===== config.mk =====
export PLATFORM = sky130hd
export DESIGN_NAME = mrc_bank
export DESIGN_NICKNAME = d
export VERILOG_FILES = /design/src/rtl/mrc_pkg.sv /design/src/rtl/mrc_slow_tick.sv /design/src/rtl/mrc_ctrl_fsm.sv /design/src/rtl/mrc_mode_map.sv /design/src/rtl/mrc_counter.sv /design/src/rtl/mrc_bank.sv
export SDC_FILE = /design/constraint.sdc
export NUM_CORES = 1
export LEC_CHECK = 0
export ABC_AREA = 0
export BUFFER_PORTS_ARGS = -buffer_cell sky130_fd_sc_hd__buf_4
export CAP_MARGIN = 15
export CORE_ASPECT_RATIO = 1.4
export CORE_UTILIZATION = 50
export CTS_BUF_LIST = sky130_fd_sc_hd__clkbuf_8 sky130_fd_sc_hd__clkbuf_16
export DETAILED_ROUTE_END_ITERATION = 12
export PLACE_DENSITY = 0.74
export SETUP_SLACK_MARGIN = 0.3
export SLEW_MARGIN = 30
export SYNTH_ARGS = -nofsm -noshare
export SYNTH_HDL_FRONTEND = slang
export SYNTH_HIERARCHICAL = 1
export SYNTH_SLANG_ARGS = --single-unit

===== constraint.sdc =====
create_clock -name clk -period 2.75 [get_ports clk]
set_input_delay 0.275 -clock clk [delete_from_list [all_inputs] [get_ports clk]]
set_output_delay 0.275 -clock clk [all_outputs]
set_load 0.03 [all_outputs]

===== src/rtl/mrc_pkg.sv =====
package mrc_pkg;

  typedef enum logic [1:0] {
    ST_HOLD  = 2'b00,
    ST_SPLIT = 2'b01,
    ST_FAST  = 2'b10,
    ST_SLOW  = 2'b11
  } bank_state_t;

  typedef enum logic [1:0] {
    MD_HOLD = 2'b00,
    MD_FAST = 2'b01,
    MD_SLOW = 2'b10
  } cnt_mode_t;

  localparam int NUM_CNT = 3;

endpackage


===== src/rtl/mrc_slow_tick.sv =====
module mrc_slow_tick
  import mrc_pkg::*;
#(
  parameter int SYNC_STAGES = 2
) (
  input  logic clk,
  input  logic rst_n,
  input  logic slow_in,
  output logic slow_tick
);

  localparam int LAST = SYNC_STAGES - 1;

  logic [SYNC_STAGES-1:0] sync_q;
  logic                   prev_q;

  always_ff @(posedge clk or negedge rst_n) begin
    if (!rst_n) sync_q[0] <= 1'b0;
    else        sync_q[0] <= slow_in;
  end

  for (genvar i = 1; i < SYNC_STAGES; i++) begin : g_sync
    always_ff @(posedge clk or negedge rst_n) begin
      if (!rst_n) sync_q[i] <= 1'b0;
      else        sync_q[i] <= sync_q[i-1];
    end
  end

  always_ff @(posedge clk or negedge rst_n) begin
    if (!rst_n) prev_q <= 1'b0;
    else        prev_q <= sync_q[LAST];
  end

  // one pulse per rising edge of the synchronised heartbeat
  assign slow_tick = sync_q[LAST] & ~prev_q;

endmodule


===== src/rtl/mrc_ctrl_fsm.sv =====
module mrc_ctrl_fsm
  import mrc_pkg::*;
(
  input  logic        clk,
  input  logic        rst_n,
  input  logic [1:0]  cmd,
  output bank_state_t state_q
);

  bank_state_t state_d;

  always_comb begin
    unique case (cmd)
      2'b00:   state_d = ST_HOLD;
      2'b01:   state_d = ST_SPLIT;
      2'b10:   state_d = ST_FAST;
      default: state_d = ST_SLOW;
    endcase
  end

  always_ff @(posedge clk or negedge rst_n) begin
    if (!rst_n) state_q <= ST_HOLD;
    else        state_q <= state_d;
  end

endmodule


===== src/rtl/mrc_mode_map.sv =====
module mrc_mode_map
  import mrc_pkg::*;
#(
  parameter int IDX = 0
) (
  input  bank_state_t state,
  output cnt_mode_t   mode
);

  cnt_mode_t split_mode;

  // split state: narrowest slow, middle fast, widest frozen
  if (IDX == 0) begin : g_split_slow
    assign split_mode = MD_SLOW;
  end else if (IDX == 1) begin : g_split_fast
    assign split_mode = MD_FAST;
  end else begin : g_split_hold
    assign split_mode = MD_HOLD;
  end

  always_comb begin
    unique case (state)
      ST_HOLD:  mode = MD_HOLD;
      ST_SPLIT: mode = split_mode;
      ST_FAST:  mode = MD_FAST;
      default:  mode = MD_SLOW;
    endcase
  end

endmodule


===== src/rtl/mrc_counter.sv =====
module mrc_counter
  import mrc_pkg::*;
#(
  parameter int WIDTH = 4
) (
  input  logic             clk,
  input  logic             rst_n,
  input  cnt_mode_t        mode,
  input  logic             slow_tick,
  output logic [WIDTH-1:0] count
);

  localparam logic [WIDTH-1:0] STEP = WIDTH'(1);

  logic             adv_en;
  logic [WIDTH-1:0] cnt_q;
  logic [WIDTH-1:0] cnt_d;

  always_comb begin
    adv_en = (mode == MD_FAST) || ((mode == MD_SLOW) && slow_tick);
    cnt_d  = cnt_q + STEP;
  end

  always_ff @(posedge clk or negedge rst_n) begin
    if (!rst_n)      cnt_q <= '0;
    else if (adv_en) cnt_q <= cnt_d;
  end

  assign count = cnt_q;

endmodule


===== src/rtl/mrc_bank.sv =====
module mrc_bank
  import mrc_pkg::*;
#(
  parameter int W_A         = 4,
  parameter int W_B         = 8,
  parameter int W_C         = 12,
  parameter int SYNC_STAGES = 2
) (
  input  logic           clk,
  input  logic           rst_n,
  input  logic [1:0]     cmd,
  input  logic           slow_in,
  output logic [W_A-1:0] cnt_a,
  output logic [W_B-1:0] cnt_b,
  output logic [W_C-1:0] cnt_c
);

  localparam int W_TOT = W_A + W_B + W_C;

  bank_state_t      state_q;
  logic             slow_tick;
  logic [W_TOT-1:0] cnt_bus;

  mrc_slow_tick #(.SYNC_STAGES(SYNC_STAGES)) u_tick (
    .clk       (clk),
    .rst_n     (rst_n),
    .slow_in   (slow_in),
    .slow_tick (slow_tick)
  );

  mrc_ctrl_fsm u_fsm (
    .clk     (clk),
    .rst_n   (rst_n),
    .cmd     (cmd),
    .state_q (state_q)
  );

  for (genvar i = 0; i < NUM_CNT; i++) begin : g_cnt
    localparam int WI  = (i == 0) ? W_A : ((i == 1) ? W_B : W_C);
    localparam int OFF = (i == 0) ? 0   : ((i == 1) ? W_A : W_A + W_B);

    cnt_mode_t mode;

    mrc_mode_map #(.IDX(i)) u_map (
      .state (state_q),
      .mode  (mode)
    );

    mrc_counter #(.WIDTH(WI)) u_cnt (
      .clk       (clk),
      .rst_n     (rst_n),
      .mode      (mode),
      .slow_tick (slow_tick),
      .count     (cnt_bus[OFF +: WI])
    );
  end

  assign cnt_a = cnt_bus[W_A-1:0];
  assign cnt_b = cnt_bus[W_A +: W_B];
  assign cnt_c = cnt_bus[W_A+W_B +: W_C];

endmodule


# Yosys cells after proc, flatten, opt, wreduce, memory -nomap -nowiden
# Index checks and enable logic that the tools add are counted.
classes:
  add_sub_neg: 3
  mul: 0
  n_div: 0
  n_lt_le_gt_ge: 0
  eq_ne: 10
  shifts: 0
  muxes: 4
  bitwise_logic: 2
  n_reduce_logical: 10
ops:
  columns: ["operator", "n"]
  rows:
  - ["12-bit by 1-bit adder with 12-bit output, second input constant", 1]
  - ["2-bit case mux with 2 select lines", 3]
  - ["2-bit by 1-bit equality test with 1-bit output, second input constant", 5]
  - ["2-bit equality test, second input constant", 5]
  - ["8-bit by 1-bit adder with 8-bit output, second input constant", 1]
  - ["2-bit case mux with 3 select lines", 1]
  - ["4-bit by 1-bit adder with 4-bit output, second input constant", 1]
  - ["2-bit zero test", 2]
  - ["2-bit OR reduction", 2]
  - ["1-bit logical AND", 3]
  - ["1-bit logical OR", 3]
  - ["1-bit AND", 1]
  - ["1-bit NOT", 1]
word_totals:
  ff_bits: 29
  latch_bits: 0
  ramBits: 0
  rom_bits: 0
  input_bits: 5
  out_inout_bits: 24
  n_memories: 0

# Longest topological paths before layout
logic_depth:
  word_depth: 6
  depth_mapped: 5
  depth_no_buf: 5

# Hierarchy
# The synthesis kept the hierarchy.
by_module_without_submodules:
  columns: ["mod", "n_inst", "cells_per_inst", "area_each_um2"]
  rows:
  - ["mrc_counter (g_cnt[2].u_cnt)", 1, 43, 540.5]
  - ["mrc_counter (g_cnt[1].u_cnt)", 1, 33, 391.6]
  - ["mrc_counter (g_cnt[0].u_cnt)", 1, 15, 216.5]
  - ["mrc_slow_tick", 1, 4, 88.8]
  - ["mrc_ctrl_fsm", 1, 4, 57.6]
  - ["mrc_mode_map (g_cnt[2].u_map)", 1, 2, 16.3]
  - ["mrc_mode_map (g_cnt[1].u_map)", 1, 1, 12.5]
  - ["mrc_mode_map (g_cnt[0].u_map)", 1, 2, 10.0]

# Worst setup path before layout
# No wires, ideal clock.
synth_timing:
  path_type: "register -> register"
  start: "reg u_fsm.state_q[0]"
  end: "reg g_cnt[1].u_cnt.cnt_q[1]"
  setup_time_ps: 125
  arrival_ps: 1387
  setup_slack_ps: 1238
  stages_incl_launch_ff: 5
  synth_period_minus_slack_ps: 1512
  cell_sequence: "dfrtp_1 -> ha_1 -> a21oi_2 -> a21oi_1 -> mux2_2"
synth_between:
  elab_chain_cells: 6
synth_rtl:
  columns: ["element", "line_no", "rtl"]
  rows:
  - ["from (decl)", "mrc_ctrl_fsm.sv:7", "output bank_state_t state_q"]
  - ["from (signal assigned)", "mrc_ctrl_fsm.sv:23", "else state_q <= state_d;"]
  - ["2-bit equality test / 2-bit by 1-bit equality test with 1-bit output (equally long branches)", "mrc_mode_map.sv:22", "unique case (state)"]
  - ["2-bit OR reduction (no source line)", null, null]
  - ["2-bit case mux with 2 select lines *", "mrc_mode_map.sv:22", null]
  - ["via g_cnt[1].mode[0]", "mrc_bank.sv:42", "cnt_mode_t mode;"]
  - ["2-bit equality test", "mrc_counter.sv:20", "adv_en = (mode == MD_FAST) || ((mode == MD_SLOW) && slow_tick);"]
  - ["1-bit logical AND", "mrc_counter.sv:20", null]
  - ["1-bit logical OR *", "mrc_counter.sv:20", null]
  - ["to (signal assigned)", "mrc_counter.sv:26", "else if (adv_en) cnt_q <= cnt_d;"]
  - ["to (decl)", "mrc_counter.sv:16", "logic [WIDTH-1:0] cnt_q;"]
# The timed path passes the listed nets; every way through them passes the cells marked *.
# A chain may end at the register's enable or synchronous reset.

# Worst setup path in the final report
layout_timing:
  start: "reg u_fsm.state_q[0]"
  end: "reg g_cnt[1].u_cnt.cnt_q[7]"
# Same word-level chain as after synthesis.

==> reports/summary.txt <==
via count - 910
via/cell ratio - 5.29
Yosys top cell area share - 54.4%
Mapped Cells - 104
critical path capture point type - flop
Clk network pwr share - 18.6%
Fin Clk Skew - 0.00462 ns
Pleak - 0.818 nW
fmax - 577 MHz
first-pass GRT wire length - 3.97 mm
Final #Nets - 146
clock slew at reported path FFs - 0.06 ns
Post-Syn Area - 1330 um^2
H-tree depth - 2
Post-Route WL - 2.30 mm
PD cells - 1010 nW/um^2
sequential element share of the synthesized area - 54.4%
initial DRC count - 16
Synth Net Count - 113
Die Area - 2880 um^2
async set-or-reset flop fraction in the synthesized netlist - 100%
cts bufs inserted - 5
antenna violations before repair - 0
Wirelength per Cell - 13.4 um
Total GRT Usage - 19.3%
largest area contributor in the netlist - dfrtp_1
hpwl dp - 1.63 mm
library cells used by synthesis - 31
most frequent cells in the layout - dfrtp_1 (29), buf_4 (28), xor2_1 (11)
critical path required time - 2.95 ns
crit-path max FO - 7
combinational share of power - 39.7%
worst relative slew slack - 69.8%
worst-margin pin slew - 0.452 ns
I/O Pins - 29
final setup fails - 0
Die Span X - 45.7 um
CP Launch Type - flop
fill count - 216
worst setup path category - flop to flop
internal power - 0.997 mW
DR DRC count - 0
TritonCTS Sinks - 29
switching share of power - 41.0%
core area - 2470 um^2
Routability Congestion - 0.858
unrepaired setup endpoints after global routing - false
Final Hold Viols - 0
worst hold path type - input port to flop
TNS Setup - 0 ns
root buf cell - clkbuf_8
DIE HEIGHT - 63.1 um
Max-cap violations - 0
Routed Antenna Nets - 0
Reg power frac - 41.7%
Final Core Density - 67.4%
Initial Utilization - 54.0%
Area contributors post-synth - dfrtp_1 (54%), xor2_1 (7.2%), xnor2_1 (6.6%), ha_1 (3.8%), nand4_1 (3.8%)
largest net degree at the start of global routing - 30
status - finished, final reports clean
Skew-Pair Late Insertion Delay - 0.27 ns
Yosys warnings - 6
Data arrival, critical path - 1.93 ns
P_sw - 0.693 mW
Clock Tree Buf Depth - 2
Port Buffers - 28
total gr overflow - 0
DRT Pass-1 Iters - 4
Main synth FF type - dfrtp_1
Antenna diodes - 0
Synth Register Bits - 29
max-slew violation count - 0
fin crit period - 1.73 ns
number of global-route vias before repair - 880
# rows - 21
Avg Cell Area, Syn - 12.8 um^2
TritonCTS clock tree - done
period utilization - 63.0%
total chip power - 1.69 mW
Reg2Reg Setup Slack - 1.02 ns
Post-synth EDFFs - 0
area grow syn2layout - 24.9%
commonest non-fill, non-tap cell in the layout - dfrtp_1
layout cells sized above 1 - 34.8%
peak supply drop - 0.702 mV
==> Yosys cell counts (2+ instances only) <==
master,instances
a2111oi_1,2
xnor2_1,10
clkbuf_1,3
xor2_1,11
mux2_2,2
a21oi_1,5
and3_1,2
nand2_1,5
dfrtp_1,29
ha_1,4
nand4_1,8
nand3_1,4
==> cell type report <==
| type | instances | area (um^2) | area share, % |
|---|---|---|---|
| Sequential cell | 29 | 726 | 43.6 |
| Multi-Input combinational cell | 71 | 593 | 35.6 |
| Timing Repair Buffer | 29 | 220 | 13.2 |
| Clock buffer | 5 | 68.8 | 4.13 |
| Tap cell | 34 | 42.5 | 2.55 |
| Clock inverter | 3 | 11.3 | 0.676 |
| Inverter | 1 | 3.75 | 0.225 |
==> per-stage QoR <==
step	worst slack (ns)	hold WS, ns	instances	area (um^2)
2_1_floorplan	1.24	-0.0206	104	1330
3_3_place_gp	1.07	0.210	163	1580
3_5_place_dp	1.03	0.217	163	1580
4_1_cts	1.01	0.0998	172	1670
5_1_grt	0.934	0.0919	172	1670
6_report	1.02	0.107	172	1670
==> cell families (layout without fill, tap and decap cells) <==
| group | count (synthesis) | count (layout) | share of synthesized area, % |
|---|---|---|---|
| muxes | 3 | 3 | 2.81 |
| xor gates and xnor gates | 21 | 21 | 13.8 |
| DFF | 29 | 29 | 54.4 |
| buffers and inverters | 4 | 38 | 1.13 |
| adders and majority gates | 4 | 4 | 3.75 |
| AOI/OAI and AO/OA | 10 | 10 | 5.72 |
| and+or+nand+nor | 33 | 33 | 18.4 |
==> routing by layer <==
metal  wire length (um)  track usage (%)  vias up
li1                   -                -      431
met1                960             23.7      442
met2               1150             29.5       33
met3                146             6.88        4
met4                 42             9.09        0
met5                  0                0        -
==> power groups by stage <==
stage	combinational, mW	clock (mW)	sequential, mW
after floorplan	0.205	0	0.919
after global placement	0.663	0	0.702
after detailed placement	0.674	0	0.711
after CTS	0.679	0.321	0.706
after global routing	0.726	0.347	0.733
final	0.672	0.314	0.705
==> timing repair <==
item,4_1_cts,5_1_grt
gates resized for setup,0,0
hold buffers,1,0
endpoints found under the setup margin,0,0
setup buffers,0,0
endpoints found under the hold margin,29,0
==> state kept, by name (all words and copies together), names as in the netlist <==
name               flops
g_cnt.u_cnt/count     24
u_tick/prev_q          1
u_fsm/state_q          2
u_tick/sync_q          2
==> critical path, stage by stage, from the launching register on <==
cell,delay (ns)
dfrtp_1,0.45
ha_1,0.44
a21oi_2,0.09
a2111oi_1,0.48
xor2_1,0.19
==> worst paths after layout <==
kind	from	cells past startpoint	end
min in group asynchronous	rst_n	2	u_tick/sync_q[1]
setup / recovery	u_fsm/state_q[0]	4	g_cnt[1].u_cnt/count[7]
setup reg to reg	u_fsm/state_q[0]	4	g_cnt[1].u_cnt/count[7]
hold reg to reg	u_tick/sync_q[0]	0	u_tick/sync_q[1]
max in group asynchronous	rst_n	2	g_cnt[2].u_cnt/count[2]
hold / removal	slow_in	1	u_tick/sync_q[0]
(Power assumes the default switching activity.)
